$ cat src/rtl/gpio_irq_pkg.sv
package gpio_irq_pkg;
  localparam int unsigned REG_W   = 32;
  localparam int unsigned PIN_MAX = 12;
  localparam int unsigned STS_LSB = 0;
  localparam int unsigned EN_LSB  = 16;
  localparam int unsigned SUM_BIT = 12;

  typedef enum logic [1:0] {
    ADDR_PIN     = 2'd0,
    ADDR_TOP_STS = 2'd1,
    ADDR_TOP_EN  = 2'd2,
    ADDR_NONE    = 2'd3
  } reg_addr_e;
endpackage

$ cat src/rtl/gpio_pin_qual.sv
module gpio_pin_qual #(
  parameter int unsigned SYNC_STAGES = 2,
  parameter int unsigned QUAL_CYCLES = 5
) (
  input  logic clk_i,
  input  logic rst_ni,
  input  logic pin_i,
  input  logic pol_i,
  output logic qual_o
);
  localparam int unsigned CNT_W = $clog2(QUAL_CYCLES + 1);
  localparam logic [CNT_W-1:0] CNT_MAX = CNT_W'(QUAL_CYCLES);

  logic [SYNC_STAGES-1:0] sync_q;
  logic [CNT_W-1:0]       cnt_q;
  logic                   active;

  always_ff @(posedge clk_i or negedge rst_ni) begin
    if (!rst_ni) sync_q <= '0;
    else         sync_q <= {sync_q[SYNC_STAGES-2:0], pin_i};
  end

  assign active = (sync_q[SYNC_STAGES-1] == pol_i);

  // saturating run-length of the active level
  always_ff @(posedge clk_i or negedge rst_ni) begin
    if (!rst_ni)               cnt_q <= '0;
    else if (!active)          cnt_q <= '0;
    else if (cnt_q != CNT_MAX) cnt_q <= cnt_q + 1'b1;
  end

  assign qual_o = (cnt_q == CNT_MAX);
endmodule

$ cat src/rtl/gpio_irq_regs.sv
module gpio_irq_regs
  import gpio_irq_pkg::*;
#(
  parameter int unsigned NUM_PINS = 12
) (
  input  logic                clk_i,
  input  logic                rst_ni,
  input  logic                we_i,
  input  logic [1:0]          addr_i,
  input  logic [REG_W-1:0]    wdata_i,
  input  logic [NUM_PINS-1:0] qual_i,
  output logic [NUM_PINS-1:0] sts_o,
  output logic [NUM_PINS-1:0] en_o,
  output logic                top_en_o,
  output logic                summary_o,
  output logic [REG_W-1:0]    rdata_o
);
  reg_addr_e           addr_sel;
  logic                wr_pin, wr_top_en;
  logic [NUM_PINS-1:0] sts_q, en_q;
  logic                top_en_q;
  logic                unused_wdata;

  assign addr_sel     = reg_addr_e'(addr_i);
  assign wr_pin       = we_i && (addr_sel == ADDR_PIN);
  assign wr_top_en    = we_i && (addr_sel == ADDR_TOP_EN);
  assign unused_wdata = ^wdata_i;

  for (genvar i = 0; i < NUM_PINS; i++) begin : g_sts
    // set has priority over write-one-to-clear
    always_ff @(posedge clk_i or negedge rst_ni) begin
      if (!rst_ni)                             sts_q[i] <= 1'b0;
      else if (qual_i[i])                      sts_q[i] <= 1'b1;
      else if (wr_pin && wdata_i[STS_LSB + i]) sts_q[i] <= 1'b0;
    end
  end

  always_ff @(posedge clk_i or negedge rst_ni) begin
    if (!rst_ni)     en_q <= '0;
    else if (wr_pin) en_q <= wdata_i[EN_LSB +: NUM_PINS];
  end

  always_ff @(posedge clk_i or negedge rst_ni) begin
    if (!rst_ni)        top_en_q <= 1'b0;
    else if (wr_top_en) top_en_q <= wdata_i[SUM_BIT];
  end

  assign summary_o = |(sts_q & en_q);

  always_comb begin
    rdata_o = '0;
    unique case (addr_sel)
      ADDR_PIN: begin
        rdata_o[STS_LSB +: NUM_PINS] = sts_q;
        rdata_o[EN_LSB +: NUM_PINS]  = en_q;
      end
      ADDR_TOP_STS: rdata_o[SUM_BIT] = summary_o;
      ADDR_TOP_EN:  rdata_o[SUM_BIT] = top_en_q;
      default:      rdata_o = '0;
    endcase
  end

  assign sts_o    = sts_q;
  assign en_o     = en_q;
  assign top_en_o = top_en_q;
endmodule

$ cat src/rtl/gpio_irq_ctrl.sv
module gpio_irq_ctrl
  import gpio_irq_pkg::*;
#(
  parameter int unsigned NUM_PINS    = 12,
  parameter int unsigned SYNC_STAGES = 2,
  parameter int unsigned QUAL_CYCLES = 5
) (
  input  logic                clk_i,
  input  logic                rst_ni,
  input  logic                reg_we_i,
  input  logic [1:0]          reg_addr_i,
  input  logic [REG_W-1:0]    reg_wdata_i,
  output logic [REG_W-1:0]    reg_rdata_o,
  input  logic [NUM_PINS-1:0] gpio_i,
  input  logic [NUM_PINS-1:0] gpio_pol_i,
  output logic                irq_o
);
  logic [NUM_PINS-1:0] pin_qual;
  logic [NUM_PINS-1:0] sts_vec, en_vec;
  logic                top_en_q, summary;

  for (genvar i = 0; i < NUM_PINS; i++) begin : g_pin
    gpio_pin_qual #(
      .SYNC_STAGES(SYNC_STAGES),
      .QUAL_CYCLES(QUAL_CYCLES)
    ) u_qual (
      .clk_i (clk_i),
      .rst_ni(rst_ni),
      .pin_i (gpio_i[i]),
      .pol_i (gpio_pol_i[i]),
      .qual_o(pin_qual[i])
    );
  end

  gpio_irq_regs #(.NUM_PINS(NUM_PINS)) u_regs (
    .clk_i    (clk_i),
    .rst_ni   (rst_ni),
    .we_i     (reg_we_i),
    .addr_i   (reg_addr_i),
    .wdata_i  (reg_wdata_i),
    .qual_i   (pin_qual),
    .sts_o    (sts_vec),
    .en_o     (en_vec),
    .top_en_o (top_en_q),
    .summary_o(summary),
    .rdata_o  (reg_rdata_o)
  );

  assign irq_o = summary & top_en_q;
endmodule

$ cat config.mk
export PLATFORM = sky130hd
export DESIGN_NAME = gpio_irq_ctrl
export DESIGN_NICKNAME = d
export VERILOG_FILES = /design/src/rtl/gpio_irq_pkg.sv /design/src/rtl/gpio_pin_qual.sv /design/src/rtl/gpio_irq_regs.sv /design/src/rtl/gpio_irq_ctrl.sv
export SDC_FILE = /design/constraint.sdc
export NUM_CORES = 1
export LEC_CHECK = 0
export BUFFER_PORTS_ARGS = -buffer_cell sky130_fd_sc_hd__clkbuf_2
export CAP_MARGIN = 5
export CORE_UTILIZATION = 49
export CTS_CLUSTER_SIZE = 10
export DETAILED_ROUTE_END_ITERATION = 6
export GPL_TIMING_DRIVEN = 0
export PLACE_DENSITY = 0.85
export SLEW_MARGIN = 20
export SYNTH_ARGS = -nofsm -noshare
export SYNTH_HDL_FRONTEND = slang
export SYNTH_HIERARCHICAL = 1
export SYNTH_SLANG_ARGS = --single-unit
$ cat constraint.sdc
create_clock -name clk_i -period 1.1 [get_ports clk_i]
set_input_delay 0 -clock clk_i [delete_from_list [all_inputs] [get_ports clk_i]]
set_output_delay 0 -clock clk_i [all_outputs]
set_load 0.005 [all_outputs]
* Word level (Yosys, flattened, before mapping) *
Cells that the tools add are included.
Widths: inputs -> output; s select.

word-level totals
  flip-flop bits (word level) = 85
  input bits = 61
  output and inout bits = 33

cells by class
  $add $sub $neg = 12
  equality and inequality tests = 50
  muxes and demuxes = 51
  bitwise logic cells = 2
  reductions and logical operators = 28

operators by type and width
  cell                 number
  $mux 3               24
  $add 3x1->3 const B  12
  $eq 3x3->1 const B   12
  $ne 3x3->1 const B   12
  $mux 1               24
  $mux 12              2
  $ne 2x2->1 const B   12
  $reduce_bool 2->1    12
  $logic_and 1x1->1    14
  $and 12x12->12       1
  $eq 1x1->1           12
  $reduce_or 12->1     1
  $eq 2x1->1 const B   1
  $eq 2x2->1 const B   1
  $logic_not 2->1      1
  $pmux 1 s2           1
  $and 1x1->1          1

* Logic depth before layout (Yosys ltp) *
Gate-level depths: netlist of the first run.

  depth in word-level cells = 5
  depth in mapped cells = 7
  gate-level depth less buffers = 5

* Modules after synthesis *
Netlist of the first run, hierarchy kept.

by module, submodules not included
  module         instances  cells each  area an instance (µm²)
  gpio_pin_qual  12         18          234.0
  gpio_irq_regs  1          117         1332.5
  gpio_irq_ctrl  1          1           6.3

* Worst setup path after synthesis of the first run *
No wires, ideal clock.

  kind = register to output
  start = reg u_regs.en_q[1] (netlist: u_regs/en_o[1])
  end = out irq_o
  arrival time = 1.094 ns
  required time = 1.100 ns
  path slack = 0.006 ns
  stages on the path, launching flop included = 5
  cell sequence = dfrtp_1 -> a22o_1 -> a221oi_1 -> nand3_1 -> and2_1

between the ends
  longest elaborated chain between the ends = 3

RTL lines
  element                 line                 source
  from (decl)             gpio_irq_regs.sv:20  logic [NUM_PINS-1:0] sts_q, en_q;
  from (signal assigned)  gpio_irq_regs.sv:40  else if (wr_pin) en_q <= wdata_i[EN_LSB +: NUM_PINS];
  $and 12x12->12          gpio_irq_regs.sv:48  assign summary_o = |(sts_q & en_q);
  $reduce_or 12->1        gpio_irq_regs.sv:48
  via summary             gpio_irq_ctrl.sv:20  logic top_en_q, summary;
  $and 1x1->1             gpio_irq_ctrl.sv:49  assign irq_o = summary & top_en_q;
  to (decl)               gpio_irq_ctrl.sv:16  output logic irq_o

The timed path passes the listed nets, and every way through them passes these cells.

* Worst setup path in the final report of the first run *
  start = reg u_regs.sts_q[2] (netlist: u_regs/sts_o[2])
  end = out irq_o

between the ends
  longest elaborated chain between the ends = 3

RTL lines
  element                            line                 source
  from (decl)                        gpio_irq_regs.sv:20
  from (signal, indexed assignment)  gpio_irq_regs.sv:32  if (!rst_ni) sts_q[i] <= 1'b0;
  from (signal, indexed assignment)  gpio_irq_regs.sv:33  else if (qual_i[i]) sts_q[i] <= 1'b1;
  from (signal, indexed assignment)  gpio_irq_regs.sv:34  else if (wr_pin && wdata_i[STS_LSB + i]) sts_q[i] <= 1'b0;
  $and 12x12->12                     gpio_irq_regs.sv:48
  $reduce_or 12->1                   gpio_irq_regs.sv:48
  via summary                        gpio_irq_ctrl.sv:20
  $and 1x1->1                        gpio_irq_ctrl.sv:49

The timed path passes the listed nets, and every way through them passes these cells.

==> flow_summary.toml, run 1 <==
[run_status]
status = "finished with violations"
violations = "negative setup slack"

[routing]
firstDrtPassIters = 4
routed_wl_um = 9400
drt_first_iter_violations = 81
drtAntennaViolNets = 0
wire_per_inst_um = 15.5
drc = 0
avgViaCountPerCell = 5.03
num_vias = 3051

[setup_path]
r2r-start = "g_pin[5].u_qual/cnt_q[1]"
cp_max_fo = 3
reg2regPathDepth = 4
end_kind = "output port"
criticalPathCategory = "reg2out"
reg2reg_to = "g_pin[5].u_qual/cnt_q[1]"
start_kind = "flop"
critPathArrivalTime_ns = 1.66
r2r_slack_ns = -0.03
required_ns = 1.10

[clocking]
numCtsBuffers = 9
h-tree-depth = 3
cts_sinks = 85
tritoncts = "done"
root_buffer = "clkbuf_8"
clock_latency_ns = 0.36
cts_max_path_buffers = 2
path_clk_slew_ns = 0.09

[global_routing]
grt_pass1_wl_um = 14200
antenna_found_initial = 0
grt.total_usage_pct = 21.6
first_global_vias = 3104
gr-total-overflow = 0
grt_start_max_net_pins = 86

[worst_hold_path]
min_to = "g_pin[9].u_qual/cnt_q[0]"
worstHoldPathCells = 3
hold_path_class = "in2reg"
min_from = "gpio_pol_i[9]"

[timing]
finalMaxSlewViolations = 0
fin_skew_ns = 0.00736
fin_crit_sh_pct = 151
worst_pin_slew_ns = 0.691
hold_viol_final = 0
setup_slack_ns = -0.563
relSlewSlack_pct = 53.9
setup_tns_ns = -1.17
setup_viol = 8
period_needed_ns = 1.66
fmax_mhz = 601
rsz0062_at_grt = "yes"

[floorplan]
io_pins = 94
initial_core_util_pct = 50.5
core_um2 = 8220
die_y_um = 94.0
die_area_um2 = 8830
die_width_um = 94.0
fp-row-count = 33

[place]
dpl.hpwl_um = 5910
io_buffer_count = 79
placedCellCount = 524
gp_congestion = 0.724

[finish]
fill_cells = 569
antennaDiodeCount = 0
instances_no_fill = 607
nNetsFinal = 585
syn_to_final_growth_pct = 41.0
layout-drive-gt1-share_pct = 52.6

[logic_synthesis]
yosysSeqAreaShare_pct = 51.3
synthCells = 334
syn_area_um2 = 4150
yosysUniqueCellTypes = 26
syn_area_per_cell_um2 = 12.4
ys_warn_count = 6
ys_seq_elements = 85

[flow_run]
drv_cap = 0

[power]
leakage_uw = 0.00285
power_density_nw_per_um2 = 1690
ir_worst_vdd_uv = 961
==> cell type report <==
class | count | area, µm² | share of cell area (%)
clock inverters | 7 | 82.6 | 1.41
well taps | 105 | 131 | 2.25
flip-flops and latches | 85 | 2140 | 36.5
repair buffers | 146 | 1040 | 17.7
multi-input cells | 229 | 2180 | 37.2
plain buffers | 12 | 108 | 1.84
inverters | 14 | 52.6 | 0.899
clock buffers | 9 | 124 | 2.12
==> sequential cells by signal, summed over array words and instances (netlist names) <==
signal / cells
g_pin.u_qual/sync_q: 24
u_regs/sts_o: 12
u_regs/en_o: 12
u_regs/top_en_o: 1
g_pin.u_qual/cnt_q: 36
==> per-stage QoR <==
| stage | util (%) | instance area (µm²) | power [µW] | hold WS, ns | worst slack [ns] |
|---|---|---|---|---|---|
| floorplan | - | 4170 | 5680 | -0.296 | 0.00557 |
| detailed placement | 57.3 | 4700 | 6460 | 0.0979 | -0.431 |
| CTS | 67.3 | 5530 | 9280 | 0.00507 | -0.600 |
| global route | 71.2 | 5850 | 10400 | 0.000463 | -0.663 |
| global placement | 57.1 | 4700 | 6270 | 0.108 | -0.933 |
| finish | 71.2 | 5850 | 9850 | 0.00907 | -0.563 |
==> cell usage after synthesis <==
library cell	number	area, µm²
conb_1	1	3.75
a41oi_1	1	8.76
a21oi_1	12	60.1
nand3_1	13	65.1
xor2_1	12	105
a21o_1	13	97.6
ha_1	27	338
mux2_4	8	120
a21boi_0	12	90.1
a22o_1	3	26.3
and2_1	25	156
and3b_2	12	120
buf_6	2	22.5
clkbuf_1	2	7.51
buf_4	7	52.6
and2_4	13	114
dfrtp_1	85	2130
buf_12	1	20.0
mux2_2	5	56.3
inv_1	14	52.6
nand2_1	15	56.3
a221oi_1	3	26.3
nor3_2	12	120
nor2_1	12	45.0
a211oi_2	12	150
a21o_2	12	105
==> cell families after synthesis <==
logic type | after synthesis | share of synthesized area [%]
muxes | 13 | 4.25
adders and majority gates | 27 | 8.15
xor gates and xnor gates | 12 | 2.53
AOI/OAI and AO/OA | 68 | 13.6
other | 1 | 0.0904
and+or+nand+nor | 102 | 16.3
buffers and inverters | 26 | 3.74
DFF | 85 | 51.3
==> power breakdown <==
part           switching [µW]  leakage, µW  internal [µW]  total (µW)
logic                    1290      0.00170           1860        3150
clock network            1220    0.0000980           1080        2300
registers                 657      0.00105           3750        4400
total                    3170      0.00285           6690        9850
==> timing repair <==
| action | 4_1_cts | 5_1_grt |
|---|---|---|
| endpoints found under the setup margin | 66 | 51 |
| setup buffers | 10 | 13 |
| endpoints found under the hold margin | 128 | 0 |
| pin swaps | 8 | 18 |
| hold buffers | 45 | 0 |
| resized for setup | 43 | 56 |
==> layout by cell type (no fill, tap or decap), drive strengths merged, types with 2 or more instances in the layout <==
cell         Yosys  layout
a22o             3       3
and3b           12      12
a21oi           12      12
nand3           13      13
a21o            25      25
a221oi           3       3
nand2           15      15
dfrtp           85      85
a21boi          12      12
nor3            12      12
xor2            12      12
dlygate4sd3      0      45
mux2            13      13
and2            38      38
clkinv           0       2
inv             14      16
clkbuf           2      89
a211oi          12      12
conb             1       7
clkinvlp         0       2
ha              27      27
nor2            12      12
buf             10      33
==> worst max-delay path, cell delays in order, from the launching register on <==
cell	delay, ns
dfrtp_1	0.40
a22o_1	0.29
a221oi_2	0.26
nand3_1	0.11
and2_1	0.15
clkbuf_2	0.10
==> routing by layer <==
metal	GRT usage, %	vias to the layer above	wire length, µm
met5	0	-	0
met4	7.05	0	170
met3	5.50	14	345
met2	38.6	80	5090
met1	25.0	1489	3790
li1	-	1468	-
==> how the worst max path moves through the flow <==
stage                          from                        to  slack, ns  cells past startpoint
floorplan            u_regs/en_o[1]                     irq_o      0.006                      4
global placement             rst_ni  g_pin[4].u_qual/cnt_q[2]      -0.93                      1
detailed placement   u_regs/en_o[8]                     irq_o      -0.43                      5
CTS                 u_regs/sts_o[2]                     irq_o      -0.60                      5
global route         u_regs/en_o[2]                     irq_o      -0.66                      5
finish              u_regs/sts_o[2]                     irq_o      -0.56                      5
No activity file was read; power rests on OpenSTA's default activity.
==> inputs of run 2 (changes only) <==
--- a/config.mk
+++ b/config.mk
@@ -7,7 +7,8 @@
 export LEC_CHECK = 0
 export BUFFER_PORTS_ARGS = -buffer_cell sky130_fd_sc_hd__clkbuf_2
 export CAP_MARGIN = 5
-export CORE_UTILIZATION = 49
+export CORE_MARGIN = 4
+export CORE_UTILIZATION = 48
 export CTS_CLUSTER_SIZE = 10
 export DETAILED_ROUTE_END_ITERATION = 6
 export GPL_TIMING_DRIVEN = 0
@@ -15,5 +16,4 @@
 export SLEW_MARGIN = 20
 export SYNTH_ARGS = -nofsm -noshare
 export SYNTH_HDL_FRONTEND = slang
-export SYNTH_HIERARCHICAL = 1
 export SYNTH_SLANG_ARGS = --single-unit
==> run 2 against run 1 <==
The flow still finishes with violations (negative setup slack). Maximum frequency up 5.9%. Largest power group unchanged. Critical endpoint is now reg_rdata_o[12]. Via count is 0.52% lower. Power rose by 0.87%.
==> flow_summary.toml, run 2 <==
[clocking]
path_clk_slew_ns = 0.09
clock_latency_ns = 0.34
cts_sinks = 85
root_buffer = "clkbuf_8"
h-tree-depth = 3
numCtsBuffers = 9
tritoncts = "done"
cts_max_path_buffers = 2

[global_routing]
globalRouteMet2Util_pct = 31.6
grt.total_usage_pct = 18.6
gr-usage-met1_pct = 23.1
antenna_found_initial = 0
grt_util_met3_pct = 3.52
gr-total-overflow = 0
grt_start_max_net_pins = 86
first_global_vias = 3077
top_usage_layer = "met2"
grt_pass1_wl_um = 14300

[finish]
nNetsFinal = 600
design_area_um2 = 5790
syn_to_final_growth_pct = 51.2
largest-register = "g_pin.u_qual.cnt_q"
largest_reg_flops = 36
layout-drive-gt1-share_pct = 43.1
fin_util_pct = 74.9
final_common_cell = "dfrtp_1"
instances_no_fill = 619
antennaDiodeCount = 0
final_cell_mix = "dfrtp_1 (83), clkbuf_2 (78), dlygate4sd3_1 (51)"
top_regs = "g_pin.u_qual.cnt_q: 36 flops, g_pin.u_qual.sync_q: 24 flops"

[setup_path]
required_ns = 1.10
cp_max_fo = 3
crit_path_cell_trace = "a22o_1, a221oi_2, a41oi_1, clkbuf_2"
criticalPathCategory = "reg2out"
critPathArrivalTime_ns = 1.57
critPathSlowestCell = "dfrtp_1"
end_kind = "output port"
critPathTopFamily = "compound AO/OA/AOI/OAI gates"
start_kind = "flop"
critPathBufInv = 1
cp_slowest_stage_delay_ns = 0.41

[timing]
rsz0062_at_grt = "yes"
hold_viol_final = 0
fin_crit_sh_pct = 143
setup_viol = 5
fmax_mhz = 636
finalMaxSlewViolations = 0
whs_ns = 0.207
worst_pin_slew_ns = 0.663
fin_skew_ns = 0.00928
relSlewSlack_pct = 55.8
setup_slack_ns = -0.471
period_needed_ns = 1.57

[worst_hold_path]
hold_path_class = "in2reg"

[routing]
routed_wl_um = 9130
wire_per_inst_um = 14.7
drtAntennaViolNets = 0
avgViaCountPerCell = 4.90
firstDrtPassIters = 4
drt_first_iter_violations = 89
num_vias = 3035
drc = 0

[logic_synthesis]
dominantRegCellSynth = "dfrtp_1"
synthCells = 334
ys_warn_count = 0
syn_area_um2 = 3830
synth_enable_flop_cells = 0
syn_area_per_cell_um2 = 11.5
yosysMostFrequentCell = "dfrtp_1"
async_flop_share_pct = 100
ys_top_cells_by_area = "dfrtp_1 (56%), ha_1 (8.8%), nor2_1 (4.7%), and2_1 (3.9%), nand2_1 (3.8%)"
ys_seq_elements = 85
yosysTopAreaCellShare_pct = 55.5
synthTopCellsByCount = "dfrtp_1 (85), nor2_1 (48), nand2_1 (39), ha_1 (27), and2_1 (24)"
yosysSeqAreaShare_pct = 55.5
yosysTopAreaCell = "dfrtp_1"
yosysUniqueCellTypes = 23

[place]
placed_cell_area_um2 = 4380
dpl.hpwl_um = 5460
placedCellCount = 521
io_buffer_count = 79
gp_congestion = 0.761

[floorplan]
fp-row-count = 32
die_width_um = 97.3
core_um2 = 7730
io_pins = 94
initial_core_util_pct = 49.6
die_area_um2 = 9470
die_y_um = 97.3

[flow_run]
drv_cap = 0

[run_status]
status = "finished with violations"
violations = "negative setup slack"

[power]
finalPower_uw = 9940
leakage_uw = 0.00286
power_density_nw_per_um2 = 1720
ir_worst_vdd_uv = 997
run 2: through the flow:
step | worst slack (ns) | TNS (ns)
6_report | -0.471 | -1.04
5_1_grt | -0.535 | -1.89
4_1_cts | -0.505 | -1.07
3_5_place_dp | -0.334 | -6.81
3_3_place_gp | -0.848 | -76.31
2_1_floorplan | 0.0219 | 0
run 2: kinds of logic after synthesis:
group           after synthesis  synth area share (%)
compound gates               33                  7.06
other cells                   1                0.0979
flops                        85                  55.5
fa+ha+maj                    27                  8.82
xor+xnor                     24                  5.49
mux                          13                  4.61
simple gates                124                  14.2
buf+inv                      27                  4.15
run 2: worst register-to-register path: stages (launching register included):
cell,delay [ns]
dfrtp_1,0.42
buf_4,0.17
ha_1,0.22
nand2_1,0.06
nor2_1,0.04
nor3_1,0.11
run 2: timing repair:
item	in CTS	in global routing
pin swaps	4	15
setup buffers	17	15
resized for setup	24	82
endpoints found under the setup margin	28	51
hold endpoints to repair	134	0
hold buffers	51	0
run 2: final timing paths:
check	cells after the start	end	slack (ns)	from
max in group asynchronous	2	g_pin[7].u_qual.cnt_q[0]	0.34	rst_ni
worst max register to register	5	g_pin[8].u_qual.cnt_q[2]	0	g_pin[8].u_qual.cnt_q[0]
worst max-delay path	4	reg_rdata_o[12]	-0.47	u_regs.sts_o[1]
worst min register to register	0	g_pin[0].u_qual.sync_q[1]	0.35	g_pin[0].u_qual.sync_q[0]
min in group asynchronous	2	g_pin[5].u_qual.sync_q[0]	0.24	rst_ni
worst min-delay path	4	u_regs.en_o[11]	0.21	reg_we_i
run 2: cell type report:
class / instances / area, µm²
Clock buffer: 12 / 155
Tap cell: 102 / 128
Sequential cell: 85 / 2130
Multi-Input combinational cell: 228 / 1960
Timing Repair Buffer: 161 / 1190
Inverter: 15 / 56.3
Fill cell: 477 / 1940
Buffer: 12 / 108
Clock inverter: 4 / 70.1
run 2: power by group:
group	internal, µW	switching (µW)	leakage (µW)	total (µW)
registers	3760	620	0.00106	4380
logic	1840	1270	0.00168	3120
clock network	1400	1050	0.000116	2450
run 2: routing by layer:
layer  part of all wire (%)  vias to the layer above
met3                    3.6                       17
met2                     53                       68
met1                     42                     1504
li1                       -                     1446
met5                      0                        -
met4                    2.1                        0
